--- src/rtl/swact_pkg.sv ---
package swact_pkg;
    typedef enum logic [1:0] {
        ST_IDLE  = 2'd0,
        ST_ARMED = 2'd1,
        ST_XFER  = 2'd2,
        ST_HOLD  = 2'd3
    } swact_state_e;
endpackage

--- src/rtl/swact_vec_field.sv ---
module swact_vec_field #(
    parameter int VEC_W = 7
) (
    input  logic             clk,
    input  logic             rst_n,
    input  logic             standby,
    input  logic             wr,
    input  logic             locked,
    input  logic [VEC_W-1:0] wdata,
    output logic [VEC_W-1:0] vec
);
    logic [VEC_W-1:0] vec_q;

    always_ff @(posedge clk or negedge rst_n) begin
        if (!rst_n) begin
            vec_q <= '0;
        end else if (standby) begin
            vec_q <= '0;
        end else if (wr && !locked) begin
            vec_q <= wdata;
        end
    end

    assign vec = vec_q;
endmodule

--- src/rtl/swact_fsm.sv ---
module swact_fsm
    import swact_pkg::*;
(
    input  logic clk,
    input  logic rst_n,
    input  logic standby,
    input  logic set_req,
    input  logic busy,
    input  logic done,
    input  logic cnt_zero,
    input  logic irq_sel,
    input  logic sel_zero_wr,
    output logic enable,
    output logic req,
    output logic end_irq
);
    swact_state_e state_q, state_d;
    logic         keep_after_done;

    assign keep_after_done = cnt_zero || irq_sel;

    always_comb begin
        state_d = state_q;
        if (standby) begin
            state_d = ST_IDLE;
        end else begin
            unique case (state_q)
                ST_IDLE: begin
                    if (set_req) state_d = ST_ARMED;
                end
                ST_ARMED, ST_XFER: begin
                    if (done) begin
                        if (keep_after_done) state_d = ST_HOLD;
                        else if (set_req)    state_d = ST_ARMED;
                        else                 state_d = ST_IDLE;
                    end else if (busy) begin
                        state_d = ST_XFER;
                    end
                end
                ST_HOLD: begin
                    if (sel_zero_wr) state_d = set_req ? ST_ARMED : ST_IDLE;
                end
                default: state_d = ST_IDLE;
            endcase
        end
    end

    always_ff @(posedge clk or negedge rst_n) begin
        if (!rst_n) state_q <= ST_IDLE;
        else        state_q <= state_d;
    end

    always_comb begin
        enable  = 1'b0;
        req     = 1'b0;
        end_irq = 1'b0;
        unique case (state_q)
            ST_IDLE: ;
            ST_ARMED: begin
                enable = 1'b1;
                req    = !busy;
            end
            ST_XFER: enable = 1'b1;
            ST_HOLD: begin
                enable  = 1'b1;
                end_irq = 1'b1;
            end
            default: ;
        endcase
    end
endmodule

--- src/rtl/swact_reg.sv ---
module swact_reg #(
    parameter int VEC_W = 7
) (
    input  logic           clk,
    input  logic           rst_n,
    input  logic           standby,
    input  logic           reg_wr,
    input  logic [VEC_W:0] reg_wdata,
    output logic [VEC_W:0] reg_rdata,
    input  logic           eng_busy,
    input  logic           eng_sw_done,
    input  logic           eng_cnt_zero,
    input  logic           eng_irq_sel,
    input  logic           sel_zero_wr,
    output logic           sw_req,
    output logic [VEC_W-1:0] sw_vec,
    output logic           sw_end_irq
);
    localparam int EN_BIT = VEC_W;

    logic enable;
    logic set_req;

    assign set_req = reg_wr && reg_wdata[EN_BIT];

    swact_fsm fsm_i (
        .clk        (clk),
        .rst_n      (rst_n),
        .standby    (standby),
        .set_req    (set_req),
        .busy       (eng_busy),
        .done       (eng_sw_done),
        .cnt_zero   (eng_cnt_zero),
        .irq_sel    (eng_irq_sel),
        .sel_zero_wr(sel_zero_wr),
        .enable     (enable),
        .req        (sw_req),
        .end_irq    (sw_end_irq)
    );

    swact_vec_field #(.VEC_W(VEC_W)) vec_i (
        .clk    (clk),
        .rst_n  (rst_n),
        .standby(standby),
        .wr     (reg_wr),
        .locked (enable),
        .wdata  (reg_wdata[VEC_W-1:0]),
        .vec    (sw_vec)
    );

    assign reg_rdata = {enable, sw_vec};
endmodule

--- config.mk ---
export PLATFORM = sky130hd
export DESIGN_NAME = swact_reg
export DESIGN_NICKNAME = d
export VERILOG_FILES = /design/src/rtl/swact_pkg.sv /design/src/rtl/swact_vec_field.sv /design/src/rtl/swact_fsm.sv /design/src/rtl/swact_reg.sv
export SDC_FILE = /design/constraint.sdc
export NUM_CORES = 1
export LEC_CHECK = 0
export CORE_MARGIN = 3
export CORE_UTILIZATION = 39
export DETAILED_ROUTE_END_ITERATION = 12
export PLACE_DENSITY = 0.92
export SYNTH_ARGS = -nofsm -noshare
export SYNTH_HDL_FRONTEND = slang
export SYNTH_SLANG_ARGS = --single-unit
--- constraint.sdc ---
create_clock -name clk -period 2.32 [get_ports clk]
set_input_delay 0.696 -clock clk [delete_from_list [all_inputs] [get_ports clk]]
set_output_delay 0.696 -clock clk [all_outputs]
set_load 0.02 [all_outputs]
# Word level (Yosys, flattened, before mapping)
# Cells that the tools add are included.
# Widths: inputs -> output; s select.
totals:
  reg_bits: 9
  output_inout_bits: 17
op_classes:
  eq_ne: 6
  n_mux: 13
  reduce_logical: 10
ops:
  columns: ["cell", "n"]
  rows:
  - ["$mux 7", 2]
  - ["$mux 2", 6]
  - ["$pmux 2 s3", 1]
  - ["$eq 2x2->1 const B", 2]
  - ["$mux 1", 4]
  - ["$ne 4x4->1 const B", 1]
  - ["$ne 3x2->1 const B", 1]
  - ["$ne 3x3->1 const B", 1]
  - ["$reduce_and 3->1", 1]
  - ["$reduce_or 3->1", 1]
  - ["$eq 2x1->1 const B", 1]
  - ["$logic_and 1x1->1", 2]
  - ["$logic_not 1->1", 2]
  - ["$logic_not 2->1", 1]
  - ["$reduce_bool 2->1", 1]
  - ["$reduce_or 2->1", 1]
  - ["$logic_or 1x1->1", 1]

# Logic depth before layout (Yosys ltp)
depth:
  word_depth: 7
  mapped_depth: 6
  mapped_depth_nobuf: 5

# By module
# A second synthesis with hierarchy kept.
unflattened:
  cells_unflattened: 62
  area_unflattened_um2: 645.6
modules_own_cells:
  columns: ["mod", "instances", "cells_each", "area_each_um2", "seq_area_each_um2"]
  rows:
  - ["swact_vec_field", 1, 30, 374.1, 175.2]
  - ["swact_fsm", 1, 23, 205.2, 50.0]
  - ["swact_reg", 1, 9, 66.3, 0.0]

# Least setup slack after synthesis
# OpenSTA, ideal clock, no wires.
synth_path:
  path_kind: "input-to-output"
  start: "input port eng_busy"
  end: "output port sw_req"
  t_arrival_ns: 1.000
  t_required_ns: 1.624
  slack_ns: 0.624
  stages: 1
  path_buffers: 0
  path_cell_list: "nor2b_1"
synth_between:
  elab_chain_cells: 2
synth_lines:
  columns: ["element", "line", "source"]
  rows:
  - ["from (decl)", "swact_reg.sv:10", "input logic eng_busy,"]
  - ["$logic_not 1->1", "swact_fsm.sv:61", "req = !busy;"]
  - ["$mux 1", "swact_fsm.sv:57", "unique case (state_q)"]
  - ["to (decl)", "swact_reg.sv:15", "output logic sw_req,"]
# Every way passes these cells.

# Worst setup path after layout
# Ends and elaborated chain as after synthesis.

==> results.cfg <==
[routing]
drt_iter0_markers = 4
drc = 0
drt-pass1-iter-count = 2
wl_per_cell_um = 13.0
ant_nets = 0
viasPerCell = 4.94
vias = 553
routed_wl_um = 1450

[grt]
grt_antenna_before_repair = 0
grt_pass1_wl_um = 2110
first_global_vias = 487
use_met3 = 0.0398
grt_busiest_layer = met2
met1_usage = 0.167
grtUsageMet2 = 0.257
grt_use_total = 0.149
grt_overflow_total = 0
grt_max_degree = 10

[place]
gp_congestion = 0.805
place_area_um2 = 895
post-dp-hpwl_um = 1200
dp_cells = 108
numPortBuffers = 33

[floorplan]
io_pins = 34
dieHeight_um = 45.2
core_area_mm2 = 0.00137
start_util = 0.438
core.rowCount = 13
die-area_mm2 = 0.00204
dieWidth_um = 45.2

[cells_and_area]
fin_cells = 112
multi_input_area_um2 = 268
final_cell_area_um2 = 922
drive_gt1_frac = 0.0928
num_antenna_cells = 0
regArea_um2 = 225
syn_to_final_growth_pct = 54.2
finalNetCount = 119
final_util = 0.675
fill_cells = 118

[power_and_ir_drop]
power.leakage_nw = 0.427
power.switching_w = 0.000179
power_w = 0.000534
comb_power_share = 0.425
intPower_w = 0.000355
vdd_drop_max_v = 0.000394
power_per_cell_area_mw_per_mm2 = 579
swShare = 0.335
p_clk_frac = 0.231
power_frac_seq = 0.344

[sta]
fin_crit_ns = 2.25
clock_skew_ns = 0.000407
clock.fmax_mhz = 445
worst_pin_slew_ns = 0.417
hold_viol = 0
final_max_slew_viol_count = 0
maxSlewHeadroom = 0.721
worst_hold_slack_ns = 0.543
rsz0062_at_grt = false
setup_viol = 0
min_period_over_period = 0.968

[clock_tree]
cts_max_level = 1
root_buffer = clkbuf_4
clock_sinks = 9
cts_hold_buffers = 0
clk-insertion-delay-late_ns = 0.26
cts_tree = done
numCtsBuffers = 3
clockBufferDepth = 2
clkSlewWorstSetupHoldPaths_ns = 0.06

[yosys]
yosysSeqAreaShare = 0.377
syn_inst = 67
postSynth.asyncResetShare = 1.00
synth_area_leaders = dfrtp_1, buf_4, ha_1
synth.most_common_cell = nand2_1
syn_nets = 88
yosysTopAreaCell = dfrtp_1
ys_ff_latch = 9
yosysWarnings = 0
synth_cell_types = 19
synth.cell_area_um2 = 598
synth_edf_count = 0
synth_common_cells = nand2_1, buf_4, dfrtp_1, a21oi_1, nand3_1
netlist.area_leader.share = 0.377
synth_top_flop_cell = dfrtp_1
synth.avg_cell_area_um2 = 8.93

[run]
drv_cap = 0

[critical_path]
worstRegToRegCells = 5
worstPathMaxFanout = 2
arrival_ns = 1.55
cp-start-kind = input pin
crit_type = input pin to primary output
end_kind = primary output
required_ns = 1.62

[outcome]
status = completed

[min_path]
hold_path.class = flip-flop to flip-flop
hold_depth = 2
[worst max-delay path: stages]
cell	delay [ns]
clkdlybuf4s50_1	0.42
nor2b_1	0.10
dlygate4sd2_1	0.33
[power groups by stage]
stage          Combinational (W)  Clock [W]  Sequential (W)
6_report                0.000227   0.000123        0.000184
5_1_grt                 0.000244   0.000138        0.000186
4_1_cts                 0.000230   0.000129        0.000184
3_5_place_dp            0.000230          0        0.000186
3_3_place_gp            0.000225          0        0.000185
2_1_floorplan           0.000134          0        0.000198
[metrics by stage]
stage                     setup WS (ns)  TNS [ns]
after floorplan                   0.624         0
after global placement           -0.198    -0.198
after detailed placement         -0.216    -0.216
after CTS                        0.0313         0
after global routing             0.0203         0
final                            0.0738         0
[metal layers]
layer,up-vias,part of all wire
met4,0,0.017
met5,-,0
met1,250,0.41
li1,278,-
met2,21,0.52
met3,4,0.056
[registers in the layout (all words and copies together) (netlist names)]
| register | cells |
|---|---|
| fsm_i.state_q | 2 |
| vec_i.vec | 7 |
[cells by family after synthesis]
logic type                 count (synthesis)  share of synthesized area
and+or+nand+nor                           22                      0.199
AOI/OAI and AO/OA                         14                      0.149
adders and majority gates                  4                     0.0837
buffers and inverters                     17                      0.176
muxes                                      1                     0.0167
DFF                                        9                      0.377
[layout make-up]
class,count,share of cell area
Timing Repair Buffer,37,0.392
Multi-Input combinational cell,41,0.290
Sequential cell,9,0.244
Clock buffer,4,0.0285
Inverter,6,0.0244
Tap cell,15,0.0204
[layout by cell type, fill, tap and decap left out]
master	n
clkdlybuf4s50_1	31
nand2_1	10
dfrtp_1	9
a21oi_1	8
nand3_1	7
inv_1	6
ha_1	4
buf_4	4
clkbuf_4	3
nor2b_1	2
o211ai_1	2
nor3b_4	1
a21boi_1	1
or3_4	1
o31ai_1	1
o211a_1	1
nor2_1	1
o311ai_0	1
mux2i_1	1
clkbuf_1	1
dlymetal6s2s_1	1
dlygate4sd2_1	1
[worst paths after layout]
kind                                         startpoint                      endpoint  slack [ns]
min reg2reg                    vec_i.vec[5]$_DFFE_PN0P_      vec_i.vec[5]$_DFFE_PN0P_        0.54
min                            vec_i.vec[5]$_DFFE_PN0P_      vec_i.vec[5]$_DFFE_PN0P_        0.54
max in group asynchronous                         rst_n      vec_i.vec[6]$_DFFE_PN0P_        1.30
max reg2reg                fsm_i.state_q[0]$_DFFE_PN0P_  fsm_i.state_q[0]$_DFFE_PN0P_        0.61
min in group asynchronous                         rst_n      vec_i.vec[0]$_DFFE_PN0P_        0.73
max                                            eng_busy                        sw_req        0.07
[what timing repair did]
action,4_1_cts,5_1_grt
gates resized for setup,1,1
setup endpoints to repair,1,1
cloned,0,0
buffers inserted,0,0
Power figures use the tool's default switching activity.
